--- config.mk ---
export PLATFORM = sky130hd
export DESIGN_NAME = sdram_init_seq
export DESIGN_NICKNAME = d
export VERILOG_FILES = /design/src/rtl/sdram_init_pkg.sv /design/src/rtl/sdram_wait_timer.sv /design/src/rtl/sdram_refresh_timer.sv /design/src/rtl/sdram_cmd_pins.sv /design/src/rtl/sdram_init_fsm.sv /design/src/rtl/sdram_init_seq.sv
export SDC_FILE = /design/constraint.sdc
export NUM_CORES = 1
export LEC_CHECK = 0
export ABC_AREA = 1
export BUFFER_PORTS_ARGS = -buffer_cell sky130_fd_sc_hd__buf_2
export CORE_UTILIZATION = 55
export CTS_CLUSTER_DIAMETER = 200
export CTS_CLUSTER_SIZE = 25
export DETAILED_ROUTE_END_ITERATION = 7
export PLACE_DENSITY_LB_ADDON = 0.05
export SLEW_MARGIN = 20
export SYNTH_ARGS = -nofsm -noshare
export SYNTH_HDL_FRONTEND = slang
export SYNTH_HIERARCHICAL = 1
export SYNTH_SLANG_ARGS = --single-unit
--- constraint.sdc ---
create_clock -name clk -period 3.5 [get_ports clk]
set_clock_uncertainty 0.05 [all_clocks]
set_input_delay 0.7 -clock clk [delete_from_list [all_inputs] [get_ports clk]]
set_output_delay 0.7 -clock clk [all_outputs]
set_load 0.02 [all_outputs]
--- src/rtl/sdram_init_pkg.sv ---
package sdram_init_pkg;

  typedef enum logic [2:0] {
    MODE_NORMAL    = 3'd0,
    MODE_CLK_EN    = 3'd1,
    MODE_PRECHARGE = 3'd2,
    MODE_AREF      = 3'd3,
    MODE_LOAD_MR   = 3'd4,
    MODE_SELF_REF  = 3'd5,
    MODE_PWR_DOWN  = 3'd6
  } cmd_mode_e;

  typedef enum logic [1:0] {
    PIN_NOP,
    PIN_PRE,
    PIN_AREF,
    PIN_LMR
  } pin_cmd_e;

  typedef enum logic [3:0] {
    S_IDLE,
    S_CKE,
    S_PWAIT,
    S_PRE,
    S_TRP,
    S_AREF,
    S_TRC,
    S_LMR,
    S_TMRD,
    S_NORM
  } seq_state_e;

  localparam int TGT_DEV0_BIT = 4;
  localparam int TGT_DEV1_BIT = 3;
  localparam int REP_LSB      = 5;
  localparam int REP_W        = 4;
  localparam int MRV_LSB      = 9;
  localparam int NDEV         = 2;

endpackage

--- src/rtl/sdram_wait_timer.sv ---
module sdram_wait_timer #(
  parameter int TW = 16
) (
  input  logic          clk,
  input  logic          rst_n,
  input  logic          load_i,
  input  logic [TW-1:0] val_i,
  output logic          zero_o
);

  logic [TW-1:0] cnt_q, cnt_d;

  always_comb begin
    cnt_d = cnt_q;
    if (load_i)
      cnt_d = val_i;
    else if (cnt_q != '0)
      cnt_d = cnt_q - 1'b1;
  end

  always_ff @(posedge clk or negedge rst_n) begin
    if (!rst_n) cnt_q <= '0;
    else        cnt_q <= cnt_d;
  end

  assign zero_o = (cnt_q == '0);

endmodule

--- src/rtl/sdram_refresh_timer.sv ---
module sdram_refresh_timer #(
  parameter int REF_W = 16
) (
  input  logic             clk,
  input  logic             rst_n,
  input  logic             load_i,
  input  logic             stop_i,
  input  logic [REF_W-1:0] count_i,
  output logic             req_o
);

  localparam int CW = REF_W + 1;

  logic [CW-1:0] cnt_q, cnt_d, rel_q, rel_d;
  logic          run_q, run_d;

  always_comb begin
    cnt_d = cnt_q;
    rel_d = rel_q;
    run_d = run_q;
    if (stop_i) begin
      run_d = 1'b0;
    end else if (load_i) begin
      rel_d = {count_i, 1'b0};
      cnt_d = {count_i, 1'b0};
      run_d = 1'b1;
    end else if (run_q) begin
      if (cnt_q == '0) cnt_d = rel_q;
      else             cnt_d = cnt_q - 1'b1;
    end
  end

  always_ff @(posedge clk or negedge rst_n) begin
    if (!rst_n) begin
      cnt_q <= '0;
      rel_q <= '0;
      run_q <= 1'b0;
    end else begin
      cnt_q <= cnt_d;
      rel_q <= rel_d;
      run_q <= run_d;
    end
  end

  assign req_o = run_q && (cnt_q == '0);

  AST_REF_PULSE: assert property (@(posedge clk) disable iff (!rst_n)
    (req_o && rel_q != '0 && !load_i && !stop_i) |=> !req_o);

  AST_REF_RELOAD: assert property (@(posedge clk) disable iff (!rst_n)
    (req_o && !load_i && !stop_i) |=> (cnt_q == $past(rel_q)));

endmodule

--- src/rtl/sdram_cmd_pins.sv ---
module sdram_cmd_pins
  import sdram_init_pkg::*;
#(
  parameter int ADDR_W = 13
) (
  input  logic              active_i,
  input  logic              dev_i,
  input  pin_cmd_e          pin_cmd_i,
  input  logic [ADDR_W-1:0] mode_val_i,
  output logic [NDEV-1:0]   cs_n_o,
  output logic              ras_n_o,
  output logic              cas_n_o,
  output logic              we_n_o,
  output logic [1:0]        ba_o,
  output logic [ADDR_W-1:0] addr_o
);

  for (genvar g = 0; g < NDEV; g++) begin : g_cs
    assign cs_n_o[g] = !(active_i && (dev_i == 1'(g)));
  end

  always_comb begin
    ras_n_o = 1'b1;
    cas_n_o = 1'b1;
    we_n_o  = 1'b1;
    addr_o  = '0;
    ba_o    = 2'b00;
    if (active_i) begin
      unique case (pin_cmd_i)
        PIN_PRE: begin
          ras_n_o    = 1'b0;
          we_n_o     = 1'b0;
          addr_o[10] = 1'b1;
        end
        PIN_AREF: begin
          ras_n_o = 1'b0;
          cas_n_o = 1'b0;
        end
        PIN_LMR: begin
          ras_n_o = 1'b0;
          cas_n_o = 1'b0;
          we_n_o  = 1'b0;
          addr_o  = mode_val_i;
        end
        default: ;
      endcase
    end
  end

endmodule

--- src/rtl/sdram_init_fsm.sv ---
module sdram_init_fsm
  import sdram_init_pkg::*;
#(
  parameter int PWR_CYC  = 20000,
  parameter int T_RP     = 3,
  parameter int T_RC     = 8,
  parameter int T_MRD    = 2,
  parameter int AREF_NUM = 8,
  parameter int ADDR_W   = 13,
  parameter int REF_W    = 16,
  parameter int TW       = 16
) (
  input  logic                      clk,
  input  logic                      rst_n,
  input  logic                      start_i,
  input  logic [1:0]                dev_idx_i,
  input  logic [2:0]                cas_lat_i,
  input  logic [REF_W-1:0]          ref_count_i,
  input  logic                      tmr_zero_i,
  output logic                      tmr_load_o,
  output logic [TW-1:0]             tmr_val_o,
  output logic                      accept_o,
  output logic                      busy_o,
  output logic                      done_o,
  output logic                      cke_o,
  output logic                      in_wait_o,
  output logic                      dev_o,
  output pin_cmd_e                  pin_cmd_o,
  output logic [ADDR_W-1:0]         mode_val_o,
  output logic                      ref_load_o,
  output logic [REF_W-1:0]          ref_val_o,
  output logic                      cmd_stb_o,
  output logic [MRV_LSB+ADDR_W-1:0] cmd_word_o
);

  localparam int AW = $clog2(AREF_NUM + 1);

  seq_state_e        state_q, state_d;
  logic [AW-1:0]     aref_q, aref_d;
  logic              done_q, done_d;
  logic              cke_q, cke_d;
  logic              dev_q;
  logic [2:0]        cas_q;
  logic [REF_W-1:0]  ref_q;
  cmd_mode_e         mode;
  logic              accept;

  assign accept = (state_q == S_IDLE) && start_i && (dev_idx_i < 2'd2);

  always_comb begin
    state_d    = state_q;
    aref_d     = aref_q;
    done_d     = done_q;
    cke_d      = cke_q;
    tmr_load_o = 1'b0;
    tmr_val_o  = '0;
    cmd_stb_o  = 1'b0;
    mode       = MODE_NORMAL;
    pin_cmd_o  = PIN_NOP;
    ref_load_o = 1'b0;
    unique case (state_q)
      S_IDLE: if (accept) begin
        state_d = S_CKE;
        done_d  = 1'b0;
        aref_d  = '0;
      end
      S_CKE: begin
        cmd_stb_o  = 1'b1;
        mode       = MODE_CLK_EN;
        cke_d      = 1'b1;
        tmr_load_o = 1'b1;
        tmr_val_o  = TW'(PWR_CYC - 1);
        state_d    = S_PWAIT;
      end
      S_PWAIT: if (tmr_zero_i) state_d = S_PRE;
      S_PRE: begin
        cmd_stb_o  = 1'b1;
        mode       = MODE_PRECHARGE;
        pin_cmd_o  = PIN_PRE;
        tmr_load_o = 1'b1;
        tmr_val_o  = TW'(T_RP - 1);
        state_d    = S_TRP;
      end
      S_TRP: if (tmr_zero_i) state_d = S_AREF;
      S_AREF: begin
        cmd_stb_o  = (aref_q == '0);
        mode       = MODE_AREF;
        pin_cmd_o  = PIN_AREF;
        aref_d     = aref_q + 1'b1;
        tmr_load_o = 1'b1;
        tmr_val_o  = TW'(T_RC - 1);
        state_d    = S_TRC;
      end
      S_TRC: if (tmr_zero_i)
        state_d = (aref_q == AW'(AREF_NUM)) ? S_LMR : S_AREF;
      S_LMR: begin
        cmd_stb_o  = 1'b1;
        mode       = MODE_LOAD_MR;
        pin_cmd_o  = PIN_LMR;
        tmr_load_o = 1'b1;
        tmr_val_o  = TW'(T_MRD - 1);
        state_d    = S_TMRD;
      end
      S_TMRD: if (tmr_zero_i) state_d = S_NORM;
      S_NORM: begin
        cmd_stb_o  = 1'b1;
        mode       = MODE_NORMAL;
        done_d     = 1'b1;
        ref_load_o = 1'b1;
        state_d    = S_IDLE;
      end
      default: state_d = S_IDLE;
    endcase
  end

  always_ff @(posedge clk or negedge rst_n) begin
    if (!rst_n) begin
      state_q <= S_IDLE;
      aref_q  <= '0;
      done_q  <= 1'b0;
      cke_q   <= 1'b0;
    end else begin
      state_q <= state_d;
      aref_q  <= aref_d;
      done_q  <= done_d;
      cke_q   <= cke_d;
    end
  end

  always_ff @(posedge clk or negedge rst_n) begin
    if (!rst_n) begin
      dev_q <= 1'b0;
      cas_q <= '0;
      ref_q <= '0;
    end else if (accept) begin
      dev_q <= dev_idx_i[0];
      cas_q <= cas_lat_i;
      ref_q <= ref_count_i;
    end
  end

  always_comb begin
    mode_val_o      = '0;
    mode_val_o[6:4] = cas_q;
  end

  always_comb begin
    cmd_word_o               = '0;
    cmd_word_o[2:0]          = mode;
    cmd_word_o[TGT_DEV0_BIT] = (dev_q == 1'b0);
    cmd_word_o[TGT_DEV1_BIT] = (dev_q == 1'b1);
    if (mode == MODE_AREF)
      cmd_word_o[REP_LSB +: REP_W] = REP_W'(AREF_NUM - 1);
    if (mode == MODE_LOAD_MR)
      cmd_word_o[MRV_LSB +: ADDR_W] = mode_val_o;
  end

  assign accept_o  = accept;
  assign busy_o    = (state_q != S_IDLE);
  assign done_o    = done_q;
  assign cke_o     = cke_q;
  assign in_wait_o = (state_q == S_PWAIT);
  assign dev_o     = dev_q;
  assign ref_val_o = ref_q;

  // checker: cycles spent in the power-up wait of the current run
  logic [TW-1:0] pw_cnt_q;
  always_ff @(posedge clk or negedge rst_n) begin
    if (!rst_n)                                           pw_cnt_q <= '0;
    else if (state_q == S_CKE)                            pw_cnt_q <= '0;
    else if (state_q == S_PWAIT && pw_cnt_q != {TW{1'b1}}) pw_cnt_q <= pw_cnt_q + 1'b1;
  end

  AST_PRE_AFTER_WAIT: assert property (@(posedge clk) disable iff (!rst_n)
    (state_q == S_PRE) |-> (pw_cnt_q >= TW'(PWR_CYC)));

  AST_START_IGNORED: assert property (@(posedge clk) disable iff (!rst_n)
    (busy_o && start_i) |=> ($stable(dev_q) && $stable(cas_q)));

  AST_LMR_AFTER_AREFS: assert property (@(posedge clk) disable iff (!rst_n)
    (state_q == S_LMR) |-> (aref_q == AW'(AREF_NUM)));

endmodule

--- src/rtl/sdram_init_seq.sv ---
module sdram_init_seq
  import sdram_init_pkg::*;
#(
  parameter int CLK_MHZ  = 100,
  parameter int PWRUP_US = 200,
  parameter int T_RP     = 3,
  parameter int T_RC     = 8,
  parameter int T_MRD    = 2,
  parameter int AREF_NUM = 8,
  parameter int ADDR_W   = 13,
  parameter int REF_W    = 16
) (
  input  logic                      clk,
  input  logic                      rst_n,
  input  logic                      start_i,
  input  logic [1:0]                dev_idx_i,
  input  logic [2:0]                cas_lat_i,
  input  logic [REF_W-1:0]          ref_count_i,
  output logic                      busy_o,
  output logic                      done_o,
  output logic                      refresh_req_o,
  output logic                      cmd_stb_o,
  output logic [MRV_LSB+ADDR_W-1:0] cmd_word_o,
  output logic                      sd_cke_o,
  output logic [1:0]                sd_cs_n_o,
  output logic                      sd_ras_n_o,
  output logic                      sd_cas_n_o,
  output logic                      sd_we_n_o,
  output logic [1:0]                sd_ba_o,
  output logic [ADDR_W-1:0]         sd_addr_o
);

  localparam int PWR_CYC = CLK_MHZ * PWRUP_US;
  localparam int TW      = $clog2(PWR_CYC + T_RP + T_RC + T_MRD + 1);

  logic [1:0] rst_sync_q;
  logic       rst_int_n;

  always_ff @(posedge clk or negedge rst_n) begin
    if (!rst_n) rst_sync_q <= 2'b00;
    else        rst_sync_q <= {rst_sync_q[0], 1'b1};
  end
  assign rst_int_n = rst_sync_q[1];

  logic              tmr_load, tmr_zero, accept, in_wait, dev, ref_load;
  logic [TW-1:0]     tmr_val;
  pin_cmd_e          pin_cmd;
  logic [ADDR_W-1:0] mode_val;
  logic [REF_W-1:0]  ref_val;

  sdram_init_fsm #(
    .PWR_CYC(PWR_CYC), .T_RP(T_RP), .T_RC(T_RC), .T_MRD(T_MRD),
    .AREF_NUM(AREF_NUM), .ADDR_W(ADDR_W), .REF_W(REF_W), .TW(TW)
  ) u_fsm (
    .clk(clk), .rst_n(rst_int_n), .start_i(start_i), .dev_idx_i(dev_idx_i),
    .cas_lat_i(cas_lat_i), .ref_count_i(ref_count_i), .tmr_zero_i(tmr_zero),
    .tmr_load_o(tmr_load), .tmr_val_o(tmr_val), .accept_o(accept),
    .busy_o(busy_o), .done_o(done_o), .cke_o(sd_cke_o), .in_wait_o(in_wait),
    .dev_o(dev), .pin_cmd_o(pin_cmd), .mode_val_o(mode_val),
    .ref_load_o(ref_load), .ref_val_o(ref_val), .cmd_stb_o(cmd_stb_o),
    .cmd_word_o(cmd_word_o)
  );

  sdram_wait_timer #(.TW(TW)) u_wait (
    .clk(clk), .rst_n(rst_int_n), .load_i(tmr_load), .val_i(tmr_val),
    .zero_o(tmr_zero)
  );

  sdram_refresh_timer #(.REF_W(REF_W)) u_refresh (
    .clk(clk), .rst_n(rst_int_n), .load_i(ref_load), .stop_i(accept),
    .count_i(ref_val), .req_o(refresh_req_o)
  );

  sdram_cmd_pins #(.ADDR_W(ADDR_W)) u_pins (
    .active_i(busy_o), .dev_i(dev), .pin_cmd_i(pin_cmd), .mode_val_i(mode_val),
    .cs_n_o(sd_cs_n_o), .ras_n_o(sd_ras_n_o), .cas_n_o(sd_cas_n_o),
    .we_n_o(sd_we_n_o), .ba_o(sd_ba_o), .addr_o(sd_addr_o)
  );

  AST_BUSY_DONE_EXCL: assert property (@(posedge clk) disable iff (!rst_int_n)
    !(busy_o && done_o));

  AST_NOP_IN_WAIT: assert property (@(posedge clk) disable iff (!rst_int_n)
    in_wait |-> ({sd_ras_n_o, sd_cas_n_o, sd_we_n_o} == 3'b111 && sd_cke_o));

  AST_ONE_CS: assert property (@(posedge clk) disable iff (!rst_int_n)
    $countones(~sd_cs_n_o) <= 1);

  AST_BAD_INDEX: assert property (@(posedge clk) disable iff (!rst_int_n)
    (!busy_o && start_i && dev_idx_i[1]) |=> !busy_o);

endmodule

==> impl_metrics.yaml <==
route:
  dr_wl_met3_um: 363
  drc: 0
  dr_total_vias: 4231
  route.final.wire_length_um: 10700
  wl_met1_um: 5010
  drt_iter0_markers: 228
  ant_nets: 0
  vias_per_cell: 4.98
  post_drt_wl_per_cell_um: 12.6
  first_pass_iters: 5
  highest_metal_used: "met4"
  met2WireLength_um: 5200
clock_tree:
  clkLatencyLatePin_ns: 0.36
  postCtsSetupBuffers: 0
  hold_buffers: 0
  number_of_clock_sinks: 81
  cts.htree.levels: 3
  cts.path.max_buffers: 2
  cts_tree: "built"
  cts-resized-gates: 0
  clock_tree.root_cell: "sky130_fd_sc_hd__clkbuf_8"
  numCtsBuffers: 9
  clk_transition_reported_paths_ns: 0.09
sta:
  min_period_over_period_pct: 79.2
  timing.max_slew.rel_slack_pct: 50.5
  period_needed_ns: 2.77
  setup_repair_after_global_routing_missed_its_margin: "false"
  worst_pin_slew_ns: 0.740
  final.setup.tns_ns: 0
  setup-violations-final: 0
  timing_max_transition_violations_final: 0
  timing.fmax_mhz: 361
  number_of_hold_violations_in_the_final_report: 0
layout:
  area_growth_pct: 6.06
  antenna-diode-count: 0
  post_route_cells_drive_above_1_share_pct: 17.8
  final_util_pct: 61.5
  nets: 766
pwr:
  maximum_ir_drop_on_the_vdd_rail_mv: 0.220
  p_leak_nw: 2.97
  power-per-cell-area_mw_per_mm2: 299
run:
  max_cap_viol_count: 0
global_route:
  grt_pass1_vias: 4117
  grt_max_degree: 80
  antenna_found_initial: 0
  grt_util_all_layers_pct: 24.1
  wire_length_of_the_first_global_routing_pass_um: 18900
  grt_overflow_total: 0
die:
  floorplan.initialDensity_pct: 58.0
  core_region_area_mm2: 0.00889
  fp.dieArea_mm2: 0.00977
  rows: 34
  die_h_um: 98.8
  io_pins: 71
  die_width_um: 98.8
synth:
  ys_warn_count: 6
  summed_instance_area_of_the_synthesized_netlist_mm2: 0.00516
  syn_avg_cell_area_um2: 7.36
  synthesis.instances: 701
worst_setup_path:
  r2r-end: "u_refresh/rel_q[15]$_DFFE_PN0P_"
  reg2regPathDepth: 8
  arrival_time_at_the_worst_endpoint_ns: 2.02
  setup.worst_path.end_class: "output port"
  timing.critical_path.max_delay_family: "buffers and inverters"
  r2r_slack_ns: 1.16
  worst_ep_required_time_ns: 2.75
  timing.critical_path.slowest_stage_cell: "sky130_fd_sc_hd__dfrtp_1"
  timing.setup.critical_path_class: "register to output port"
  critical_path_buf_inv_count: 4
  cell_breakdown_of_the_critical_path: "inv_1 -> ha_1 -> inv_1 -> nor2_1 -> nand2_1 -> nor2_4 -> buf_4 -> nand2_4 -> nor2_1 -> buf_2"
  max_stage_delay_ns: 0.37
  cp-start-kind: "register"
  critical_path_peak_fanout: 18
  timing.rr.start: "u_fsm/state_q[3]$_DFFE_PN0P_"
placed_design:
  routability_congestion_estimate_from_global_placement: 0.891
  dp_hpwl_um: 7680
  place.port_buffers: 48
status:
  run_status: "finished clean"
hold_path:
  worstHoldPathType: "input pin to asynchronous set/reset pin"
==> through the flow <==
| step | total power, W | cell area, µm² | hold slack (ns) | std cells | setup slack (ns) |
|---|---|---|---|---|---|
| 6_report | 0.00164 | 5470 | 0.0540 | 850 | 0.727 |
| 3_5_place_dp | 0.00100 | 5260 | 0.297 | 833 | 1.08 |
| 4_1_cts | 0.00165 | 5440 | 0.0385 | 849 | 0.720 |
| 3_3_place_gp | 0.00100 | 5260 | 0.284 | 833 | 1.16 |
| 5_1_grt | 0.00172 | 5470 | 0.0289 | 850 | 0.546 |
| 2_1_floorplan | 0.00101 | 5260 | 0.281 | 728 | 1.03 |
==> worst reg2reg max path, delay by kind of cell (launching register included) <==
family	cells	cell delay (ns)
buf+inv	3	0.31
mux	1	0.41
flops	1	0.46
simple gates	4	1.01
==> power breakdown <==
| part | total [W] | leakage (nW) | internal, W | switching (W) |
|---|---|---|---|---|
| Combinational | 0.0000440 | 1.88 | 0.0000124 | 0.0000316 |
| Sequential | 0.000942 | 1.00 | 0.000936 | 0.00000563 |
| Clock | 0.000651 | 0.0895 | 0.000284 | 0.000367 |
| Total | 0.00164 | 2.97 | 0.00123 | 0.000404 |
==> final cells by class <==
class | instances | area [µm²]
inverter | 91 | 342
sequential | 81 | 2030
tap | 108 | 135
clock inverter | 6 | 50.0
timing repair buffer | 55 | 313
multi-input combinational | 499 | 2460
fill | 827 | 3420
clock buffer | 10 | 138
==> flip-flops by register name, indices dropped and copies added (netlist names) <==
signal and count:
u_fsm/state_q 4, u_wait/cnt_q 15, rst_sync_q 2, u_fsm/cas_q 3
u_fsm/done_o 1, u_fsm/dev_o 1, u_refresh/cnt_q 17, u_fsm/aref_q 4
u_refresh/run_q 1, u_fsm/ref_val_o 16, u_refresh/rel_q 16, u_fsm/cke_o 1
==> worst max path at each step <==
stage	slack [ns]	cells past startpoint	startpoint	endpoint
floorplan	1.03	0	rst_sync_q[1]$_DFF_PN0_	u_fsm/aref_q[0]$_DFFE_PN0P_
global placement	1.16	7	dev_idx_i[1]	u_refresh/rel_q[15]$_DFFE_PN0P_
detailed placement	1.08	7	dev_idx_i[1]	u_refresh/rel_q[12]$_DFFE_PN0P_
CTS	0.72	10	u_refresh/cnt_q[0]$_DFFE_PN0P_	refresh_req_o
global route	0.55	10	u_refresh/cnt_q[0]$_DFFE_PN0P_	refresh_req_o
finish	0.73	10	u_refresh/cnt_q[0]$_DFFE_PN0P_	refresh_req_o
==> cells in the final DEF, fill, tap and decap left out, types with 5 or more instances in the layout <==
master	instances
sky130_fd_sc_hd__nand3_1	49
sky130_fd_sc_hd__nor2_1	65
sky130_fd_sc_hd__nand2_2	8
sky130_fd_sc_hd__o21ai_1	13
sky130_fd_sc_hd__clkbuf_8	10
sky130_fd_sc_hd__buf_4	6
sky130_fd_sc_hd__conb_1	30
sky130_fd_sc_hd__xor2_1	7
sky130_fd_sc_hd__o21ai_0	25
sky130_fd_sc_hd__inv_1	84
sky130_fd_sc_hd__ha_1	5
sky130_fd_sc_hd__nand3_2	8
sky130_fd_sc_hd__a21oi_1	21
sky130_fd_sc_hd__mux2_2	8
sky130_fd_sc_hd__a21oi_2	5
sky130_fd_sc_hd__nand2_1	216
sky130_fd_sc_hd__buf_2	48
sky130_fd_sc_hd__xnor2_1	5
sky130_fd_sc_hd__dfrtp_1	80
sky130_fd_sc_hd__nor2_2	6
sky130_fd_sc_hd__inv_2	7
sky130_fd_sc_hd__nor2_4	9
==> per-layer routing <==
layer / track usage [%] / vias to the layer above
met5: 0 / -
met3: 4.33 / 13
met4: 8.04 / 0
met1: 31.6 / 1977
met2: 40.5 / 73
li1: - / 2168
No activity file was read; power rests on OpenSTA's default activity.
